$ cat src/rtl/sa_pkg.sv
package sa_pkg;
  localparam int SA_W = 5;
  // bit i set = coefficient X^i of the divisor (X^5 implied)
  localparam logic [SA_W-1:0] SA_TAPS = 5'b01011;
  localparam logic [SA_W-1:0] SA_SEED = '0;

  typedef struct packed {
    logic valid;
    logic pass;
  } verdict_t;
endpackage

$ cat src/rtl/sa_div_reg.sv
module sa_div_reg #(
  parameter int W = sa_pkg::SA_W,
  parameter logic [W-1:0] TAPS = sa_pkg::SA_TAPS,
  parameter logic [W-1:0] SEED = sa_pkg::SA_SEED
) (
  input  logic         clk,
  input  logic         rst_n,
  input  logic         clear_i,
  input  logic         shift_i,
  input  logic         data_i,
  output logic [W-1:0] rem_o
);
  logic [W-1:0] q, nxt;
  logic         fb;

  assign fb = q[W-1];

  generate
    for (genvar i = 0; i < W; i++) begin : g_stage
      if (i == 0) begin : g_in
        assign nxt[i] = data_i ^ (TAPS[i] & fb);
      end else begin : g_mid
        assign nxt[i] = q[i-1] ^ (TAPS[i] & fb);
      end
    end
  endgenerate

  always_ff @(posedge clk or negedge rst_n) begin
    if (!rst_n)       q <= SEED;
    else if (clear_i) q <= SEED;
    else if (shift_i) q <= nxt;
  end

  assign rem_o = q;

  // clear forces the seed
  p_clear_seed_r2: assert property (@(posedge clk) disable iff (!rst_n)
    clear_i |=> rem_o == SEED);
  // hold while idle
  p_hold_r3: assert property (@(posedge clk) disable iff (!rst_n)
    (!clear_i && !shift_i) |=> $stable(rem_o));
  // without feedback the register is a plain shift
  p_plain_shift_r4: assert property (@(posedge clk) disable iff (!rst_n)
    (!clear_i && shift_i && !q[W-1]) |=>
      (rem_o[W-1:1] == $past(q[W-2:0])) && (rem_o[0] == $past(data_i)));
  // with feedback the input stage inverts the data bit
  p_fb_in_r4: assert property (@(posedge clk) disable iff (!rst_n)
    (!clear_i && shift_i && q[W-1]) |=> rem_o[0] == !$past(data_i));
endmodule

$ cat src/rtl/sa_verdict.sv
module sa_verdict #(
  parameter int W = sa_pkg::SA_W
) (
  input  logic             clk,
  input  logic             rst_n,
  input  logic             clear_i,
  input  logic             shift_i,
  input  logic             done_i,
  input  logic [W-1:0]     sig_i,
  input  logic [W-1:0]     golden_i,
  output sa_pkg::verdict_t verdict_o
);
  import sa_pkg::*;

  logic     match_now;
  verdict_t v_q;

  assign match_now = (sig_i == golden_i);

  always_ff @(posedge clk or negedge rst_n) begin
    if (!rst_n) begin
      v_q <= '0;
    end else if (clear_i) begin
      v_q <= '0;
    end else if (done_i) begin
      v_q.valid <= 1'b1;
      v_q.pass  <= match_now;
    end else if (shift_i) begin
      v_q <= '0;
    end
  end

  assign verdict_o = v_q;

  // done yields a valid verdict reflecting the pre-edge comparison
  p_verdict_r6: assert property (@(posedge clk) disable iff (!rst_n)
    (done_i && !clear_i) |=> verdict_o.valid && (verdict_o.pass == $past(match_now)));
  // pass only with valid
  p_pass_needs_valid_r7: assert property (@(posedge clk) disable iff (!rst_n)
    verdict_o.pass |-> verdict_o.valid);
  // new shift without done clears the verdict
  p_shift_drops_r7: assert property (@(posedge clk) disable iff (!rst_n)
    (shift_i && !done_i) |=> !verdict_o.valid);
  // clear clears the verdict
  p_clear_verdict_r2: assert property (@(posedge clk) disable iff (!rst_n)
    clear_i |=> !verdict_o.valid);
endmodule

$ cat src/rtl/sig_analyzer.sv
module sig_analyzer #(
  parameter int W = sa_pkg::SA_W,
  parameter logic [W-1:0] TAPS = sa_pkg::SA_TAPS,
  parameter logic [W-1:0] SEED = sa_pkg::SA_SEED
) (
  input  logic         clk,
  input  logic         rst_n,
  input  logic         clear_i,
  input  logic         shift_en_i,
  input  logic         data_i,
  input  logic         done_i,
  input  logic [W-1:0] golden_i,
  output logic [W-1:0] signature_o,
  output logic         verdict_valid_o,
  output logic         pass_o
);
  import sa_pkg::*;

  logic [W-1:0] rem;
  verdict_t     verdict;

  sa_div_reg #(.W(W), .TAPS(TAPS), .SEED(SEED)) u_div (
    .clk     (clk),
    .rst_n   (rst_n),
    .clear_i (clear_i),
    .shift_i (shift_en_i),
    .data_i  (data_i),
    .rem_o   (rem)
  );

  sa_verdict #(.W(W)) u_cmp (
    .clk       (clk),
    .rst_n     (rst_n),
    .clear_i   (clear_i),
    .shift_i   (shift_en_i),
    .done_i    (done_i),
    .sig_i     (rem),
    .golden_i  (golden_i),
    .verdict_o (verdict)
  );

  assign signature_o     = rem;
  assign verdict_valid_o = verdict.valid;
  assign pass_o          = verdict.pass;

  // reset state holds in the first cycle after release
  p_reset_state_r1: assert property (@(posedge clk)
    (!rst_n) |=> (signature_o == SEED) && !verdict_valid_o && !pass_o);
endmodule

$ cat config.mk
export PLATFORM = sky130hd
export DESIGN_NAME = sig_analyzer
export DESIGN_NICKNAME = d
export VERILOG_FILES = /design/src/rtl/sa_pkg.sv /design/src/rtl/sa_div_reg.sv /design/src/rtl/sa_verdict.sv /design/src/rtl/sig_analyzer.sv
export SDC_FILE = /design/constraint.sdc
export NUM_CORES = 1
export LEC_CHECK = 0
export CAP_MARGIN = 20
export CORE_AREA = 2 2 39 41
export CTS_BUF_LIST = sky130_fd_sc_hd__clkbuf_16
export DETAILED_ROUTE_END_ITERATION = 10
export DIE_AREA = 0 0 41 43
export DONT_BUFFER_PORTS = 1
export GPL_ROUTABILITY_DRIVEN = 0
export PLACE_DENSITY = 0.44
export SYNTH_ARGS = -nofsm -noshare
export SYNTH_HDL_FRONTEND = slang
export SYNTH_HIERARCHICAL = 1
export SYNTH_SLANG_ARGS = --single-unit
export TNS_END_PERCENT = 5
$ cat constraint.sdc
create_clock -name clk -period 0.9 [get_ports clk]
set_input_delay 0.045 -clock clk [delete_from_list [all_inputs] [get_ports clk]]
set_output_delay 0.045 -clock clk [all_outputs]
set_load 0.01 [all_outputs]
==> metrics.yaml, run 1 <==
status:
  status: "complete, but fails checks"
  violations: "negative hold slack"
worst_setup_path:
  crit_fanout: 6
  crit_path_top_delay_cell: "dfrtp_2"
  reg2reg_slack_ns: 0.01
  path_class: "flip-flop to flip-flop"
  slowest_delay_ns: 0.45
  start_kind: "flip-flop"
  critPathArrivalTime_ns: 1.02
  crit_buf_inv: 0
  crit_chain: "xnor2_1 > a211oi_1"
  critPathTopFamily: "flip-flops"
  endpoint_kind: "flip-flop"
  rr_startpoint: "u_div/rem_o[4]$_DFFE_PN0P_"
  crit_start: "u_div/rem_o[4]$_DFFE_PN0P_"
  required_ns: 1.03
pwr:
  leakage_uw: 0.000219
  p_per_area_nw_per_um2: 2340
  ir_worst_vdd_mv: 0.964
clock_tree:
  clk_latency_ns: 0.23
  cts_tree: "yes"
  numClockSinks: 7
  cts.htree.levels: 1
  cts_hold_buf: 2
  path_clk_slew_ns: 0.04
  postCtsSetupBuffers: 0
  root_buffer: "clkbuf_16"
  clockBufferDepth: 2
  numCtsBuffers: 3
floorplanning:
  rows: 14
  die_w_um: 41
  io_pins: 18
  die_h_um: 43
  start_util_pct: 25.4
  coreArea_um2: 1380
  dieArea_um2: 1760
timing:
  clock_skew_ns: 0.00133
  rsz0062_at_grt: "yes"
  period_share_pct: 98.7
  fmax_ghz: 1.13
  hold_violations: 7
  tightest_slew_ns: 0.330
  final.min_clock_period_ns: 0.889
  relSlewSlack_pct: 77.9
  hold_ws_ns: -0.129
  slew_violations: 0
  report.final.setup_viol: 0
synth:
  syn_area_per_cell_um2: 10.3
  ys_top_cells_by_area: "dfrtp_1, xnor2_1, nor2_1"
  synth_largest_area_cell: "dfrtp_1"
  ys_warn_count: 6
  synth_fp_nets: 45
  yosysSeqAreaShare_pct: 49.8
  syn_area_um2: 352
  synthDistinctLibCells: 12
  synth_top_area_share_pct: 49.8
  syn_inst: 34
  synth_seq_cells: 7
route:
  vias: 267
  drtAntennaViolNets: 0
  wl_per_cell_um: 12.7
  avgViaCountPerCell: 4.45
  drt-total-wl_um: 764
  drc: 0
  first_pass_iters: 1
  dr.first_iter.drc_count: 0
global_routing:
  grt_antenna_before_repair: 0
  grt_pass1_wl_um: 1150
  grt_max_degree: 10
  grtUsageTotal_pct: 10.5
  grt_pass1_vias: 279
  overflow: 0
cells_and_area:
  final_area_um2: 509
  multi_input_area_um2: 173
  final_cell_mix: "xnor2_1, nor2_1, dfrtp_1, buf_4, clkbuf_16"
  nets: 56
  diodes: 0
  fillers: 146
  syn2layout_area_growth_pct: 44.8
  layout_commonest_cell: "xnor2_1"
  final_core_util_pct: 36.8
  final_layout_size_suffix_gt1_share_pct: 22.7
  seq_area_um2: 176
placed_design:
  port_buffers: 0
  post_dp_cell_area_um2: 413
flow_run:
  maxCapViolations: 0
worst_hold_path:
  hold_start: "clear_i"
  holdCritPathClass: "input port to flip-flop"
final timing paths:
path	end	cells past startpoint
max	u_div/rem_o[1]$_DFFE_PN0P_	2
min	u_div/rem_o[3]$_DFFE_PN0P_	1
min in group asynchronous	u_cmp/verdict_o[0]$_DFFE_PN0P_	1
max reg2reg	u_div/rem_o[1]$_DFFE_PN0P_	2
max in group asynchronous	u_div/rem_o[4]$_DFFE_PN0P_	1
min reg2reg	u_cmp/verdict_o[0]$_DFFE_PN0P_	2
flip-flops by register name, summed over array words and instances, names as in the netlist:
name / cells
u_div/rem_o: 5
u_cmp/verdict_o: 2
worst register-to-register path, delay by kind of cell, from the launching register on:
family / cells / cell delay (ns)
AO/OA/AOI/OAI: 1 / 0.20
flip-flops: 1 / 0.45
XOR/XNOR: 1 / 0.15
metrics by stage:
| stage | power, uW | std cells | setup TNS, ns | setup slack [ns] |
|---|---|---|---|---|
| floorplan | 419 | 34 | 0 | 0.0151 |
| global placement | 447 | 55 | -0.0439 | -0.0407 |
| detailed placement | 447 | 55 | -0.0393 | -0.0218 |
| CTS | 1200 | 60 | -0.0258 | -0.0136 |
| global route | 1240 | 60 | -0.188 | -0.0540 |
| finish | 1190 | 60 | 0 | 0.0114 |
final cells by class:
type,instances,share of cell area (%)
clock inverter,1,0.737
sequential,7,34.6
tap,16,3.93
multi-input combinational,25,33.9
clock buffer,3,14.7
timing repair buffer,7,11.3
inverter,1,0.737
routing by layer:
metal  vias up  part of all wire [%]  GRT usage [%]
met5         -                     0              0
met4         0                     0           8.00
met3         0                    11           5.76
li1        136                     -              -
met2        14                    45           12.5
met1       117                    44           13.4
Yosys cell counts:
cell type and instances:
nand3b_1 1, mux2i_1 2, nand4_1 1, xnor2_1 8, dfrtp_1 7, buf_2 1, nand3_1 1, inv_1 1
a21oi_1 1, nor2_1 7, a211oi_1 3, o21ai_1 1
power by group:
part	total, uW	leakage (uW)	switching (uW)	internal (uW)
registers	352	0.0000920	19.5	333
clock network	736	0.0000423	159	577
logic	101	0.0000851	42.0	59.5
cells by family (layout without fill, tap and decap cells):
logic type	Yosys count	count (layout)	synth area share (%)
XOR/XNOR	8	8	19.9
AO/OA/AOI/OAI	5	5	9.25
flip-flops	7	7	49.8
multiplexers	2	2	5.69
AND/OR/NAND/NOR	10	10	12.8
buffers and inverters	2	12	2.49
repair_timing:
item	4_1_cts	5_1_grt
hold endpoints to repair	14	7
gates cloned	0	0
endpoints found under the setup margin	4	5
resized for setup	0	1
pin swaps	5	0
(Power assumes the default switching activity.)
==> run 2: changes to the inputs <==
--- a/config.mk
+++ b/config.mk
@@ -5,6 +5,7 @@
 export SDC_FILE = /design/constraint.sdc
 export NUM_CORES = 1
 export LEC_CHECK = 0
+export ABC_AREA = 1
 export CAP_MARGIN = 20
 export CORE_AREA = 2 2 39 41
 export CTS_BUF_LIST = sky130_fd_sc_hd__clkbuf_16
@@ -12,7 +13,7 @@
 export DIE_AREA = 0 0 41 43
 export DONT_BUFFER_PORTS = 1
 export GPL_ROUTABILITY_DRIVEN = 0
-export PLACE_DENSITY = 0.44
+export PLACE_DENSITY = 0.52
 export SYNTH_ARGS = -nofsm -noshare
 export SYNTH_HDL_FRONTEND = slang
 export SYNTH_HIERARCHICAL = 1
==> run 2 against run 1 <==
  * The run ends with negative hold slack, negative setup slack left
  * Combinational power barely moved
  * Register-to-register slack hardly changed
  * Global-route usage is 4.7 points higher
  * Critical path depth did not move
  * Maximum frequency down 6.6%
  * Sequential power down 4%
  * Sequential share of layout area is 7.3 points lower
  * Final area rose by 28%
  * First-iteration DRC count increased by 4
  * Area after synthesis increased by 26%
==> metrics.yaml, run 2 <==
timing:
  relSlewSlack_pct: 76.7
  final.min_clock_period_ns: 0.951
  fmax_ghz: 1.05
  slew_violations: 0
  report.final.setup_viol: 1
  period_share_pct: 106
  clock_skew_ns: 0.00104
  tightest_slew_ns: 0.349
  setup_ws_ns: -0.0512
  hold_ws_ns: -0.00136
  rsz0062_at_grt: "yes"
  hold_violations: 1
cells_and_area:
  diodes: 0
  largest_reg_flops: 5
  final_core_util_pct: 47.0
  layout_commonest_cell: "nand2_1"
  final_layout_size_suffix_gt1_share_pct: 22.6
  syn2layout_area_growth_pct: 47.3
  final_cell_mix: "nand2_1, inv_1, buf_4, dfrtp_1, nand3_1"
  nets: 96
synth:
  syn_area_um2: 442
  synth_common_cells: "nand2_1, inv_1, dfrtp_1"
  ys_warn_count: 6
  syn_inst: 69
  yosysSeqAreaShare_pct: 39.7
  ys_top_cells_by_area: "dfrtp_1, nand2_1, inv_1"
  synth_largest_area_cell: "dfrtp_1"
  synthArstFlopShare_pct: 100
  synth_fp_nets: 80
  yosysMostFrequentCell: "nand2_1"
  synthDistinctLibCells: 12
  ys.flop_type: "dfrtp_1"
  synth_enable_flop_cells: 0
  synth_top_area_share_pct: 39.7
  syn_area_per_cell_um2: 6.40
  synth_seq_cells: 7
pwr:
  power_uw: 1190
  power_switching_share_pct: 20.1
  leakage_uw: 0.000373
  clockPowerShare_pct: 63.1
  combPwrFrac_pct: 8.6
  power_frac_seq_pct: 28.3
  p_int_uw: 952
  ir_worst_vdd_mv: 0.860
  p_per_area_nw_per_um2: 1830
  netSwitchingPower_uw: 240
clock_tree:
  root_buffer: "clkbuf_16"
  numCtsBuffers: 3
  cts_tree: "yes"
  clk_latency_ns: 0.23
  path_clk_slew_ns: 0.04
  numClockSinks: 7
  cts.htree.levels: 1
  clockBufferDepth: 2
worst_setup_path:
  rr_startpoint: "u_div/rem_o[4]$_DFFE_PN0P_"
  required_ns: 0.85
  start_kind: "flip-flop"
  critPathArrivalTime_ns: 0.91
  crit_start: "u_div/rem_o[4]$_DFFE_PN0P_"
  path_class: "flip-flop to primary output"
  crit_fanout: 6
  endpoint_kind: "primary output"
floorplanning:
  rows: 14
  die_w_um: 41
  coreArea_um2: 1380
  die_h_um: 43
  start_util_pct: 31.9
  io_pins: 18
  dieArea_um2: 1760
global_routing:
  overflow: 0
  grt_pass1_vias: 393
  grt_antenna_before_repair: 0
  grtUsageTotal_pct: 15.2
  grt_pass1_wl_um: 1650
  grt_max_degree: 8
placed_design:
  port_buffers: 0
  place_ws_ns: 0.0170
  dp_hpwl_um: 734
status:
  status: "complete, but fails checks"
  violations: "negative hold slack, negative setup slack"
route:
  drtAntennaViolNets: 0
  wl_per_cell_um: 10.1
  avgViaCountPerCell: 4.46
  dr.first_iter.drc_count: 4
  vias: 446
  first_pass_iters: 4
  drt-total-wl_um: 1010
  drc: 0
worst_hold_path:
  holdCritPathClass: "input port to flip-flop"
  hold_start: "done_i"
flow_run:
  maxCapViolations: 0
## run 2: cell count changes after synthesis, moves of 2 or more
cell      previous run  this run
nor2_1               7         3
xnor2_1              8         0
inv_1                1        17
mux2i_1              2         0
nand2_1              0        29
nand3_1              1         4
nor2_2               0         3
a211oi_1             3         0
## run 2: cell type report
class,instances,area (um^2)
fill,145,733
multi-input combinational,44,204
sequential,7,178
timing repair buffer,11,103
clock buffer,3,75.1
inverter,18,67.6
tap,16,20.0
clock inverter,1,3.75
## run 2: critical path: stages, from the launching register on
cell and delay (ns):
dfrtp_2 0.44, buf_6 0.13, buf_6 0.11
## run 2: per-stage QoR
stage	cell area, um^2	TNS, ns	cells
floorplan	442	0	69
global placement	507	0	91
detailed placement	507	0	91
CTS	634	-0.0712	99
global route	651	-0.274	100
finish	651	-0.0512	100
## run 2: cells by family after synthesis
group / count (synthesis) / share of synthesized area (%)
buf+inv: 18 / 15.3
flops: 7 / 39.7
simple gates: 41 / 39.9
compound gates: 3 / 5.10
## run 2: layer usage
metal / vias up / part of all wire (%) / track usage (%)
met5: - / 0 / 0
met4: 0 / 4.7 / 14.0
met3: 5 / 8.3 / 4.19
met2: 15 / 50 / 21.6
met1: 195 / 37 / 17.2
li1: 231 / - / -
## run 2: power by group through the flow
| stage | registers [uW] | clock network [uW] | logic (uW) |
|---|---|---|---|
| finish | 338 | 752 | 103 |
| global route | 340 | 781 | 118 |
| CTS | 338 | 770 | 97.8 |
| detailed placement | 342 | 0 | 74.4 |
| global placement | 341 | 0 | 74.5 |
| floorplan | 342 | 0 | 54.4 |
## run 2: repair_timing
item / CTS / global route
hold buffers: 4 / 0
setup buffers: 0 / 1
pin swaps: 0 / 1
endpoints found under the setup margin: 1 / 8
endpoints found under the hold margin: 12 / 0
resized for setup: 3 / 3
## run 2: worst paths after layout
kind                                             endpoint  slack, ns  cells after the start
setup / recovery                           signature_o[4]      -0.05                      2
hold / removal             u_cmp/verdict_o[0]$_DFFE_PN0P_     -0.001                      3
setup reg to reg               u_div/rem_o[1]$_DFFE_PN0P_       0.01                      4
hold reg to reg                u_div/rem_o[0]$_DFFE_PN0P_       0.54                      2
max in group asynchronous      u_div/rem_o[0]$_DFFE_PN0P_       0.47                      1
min in group asynchronous      u_div/rem_o[3]$_DFFE_PN0P_       0.16                      1
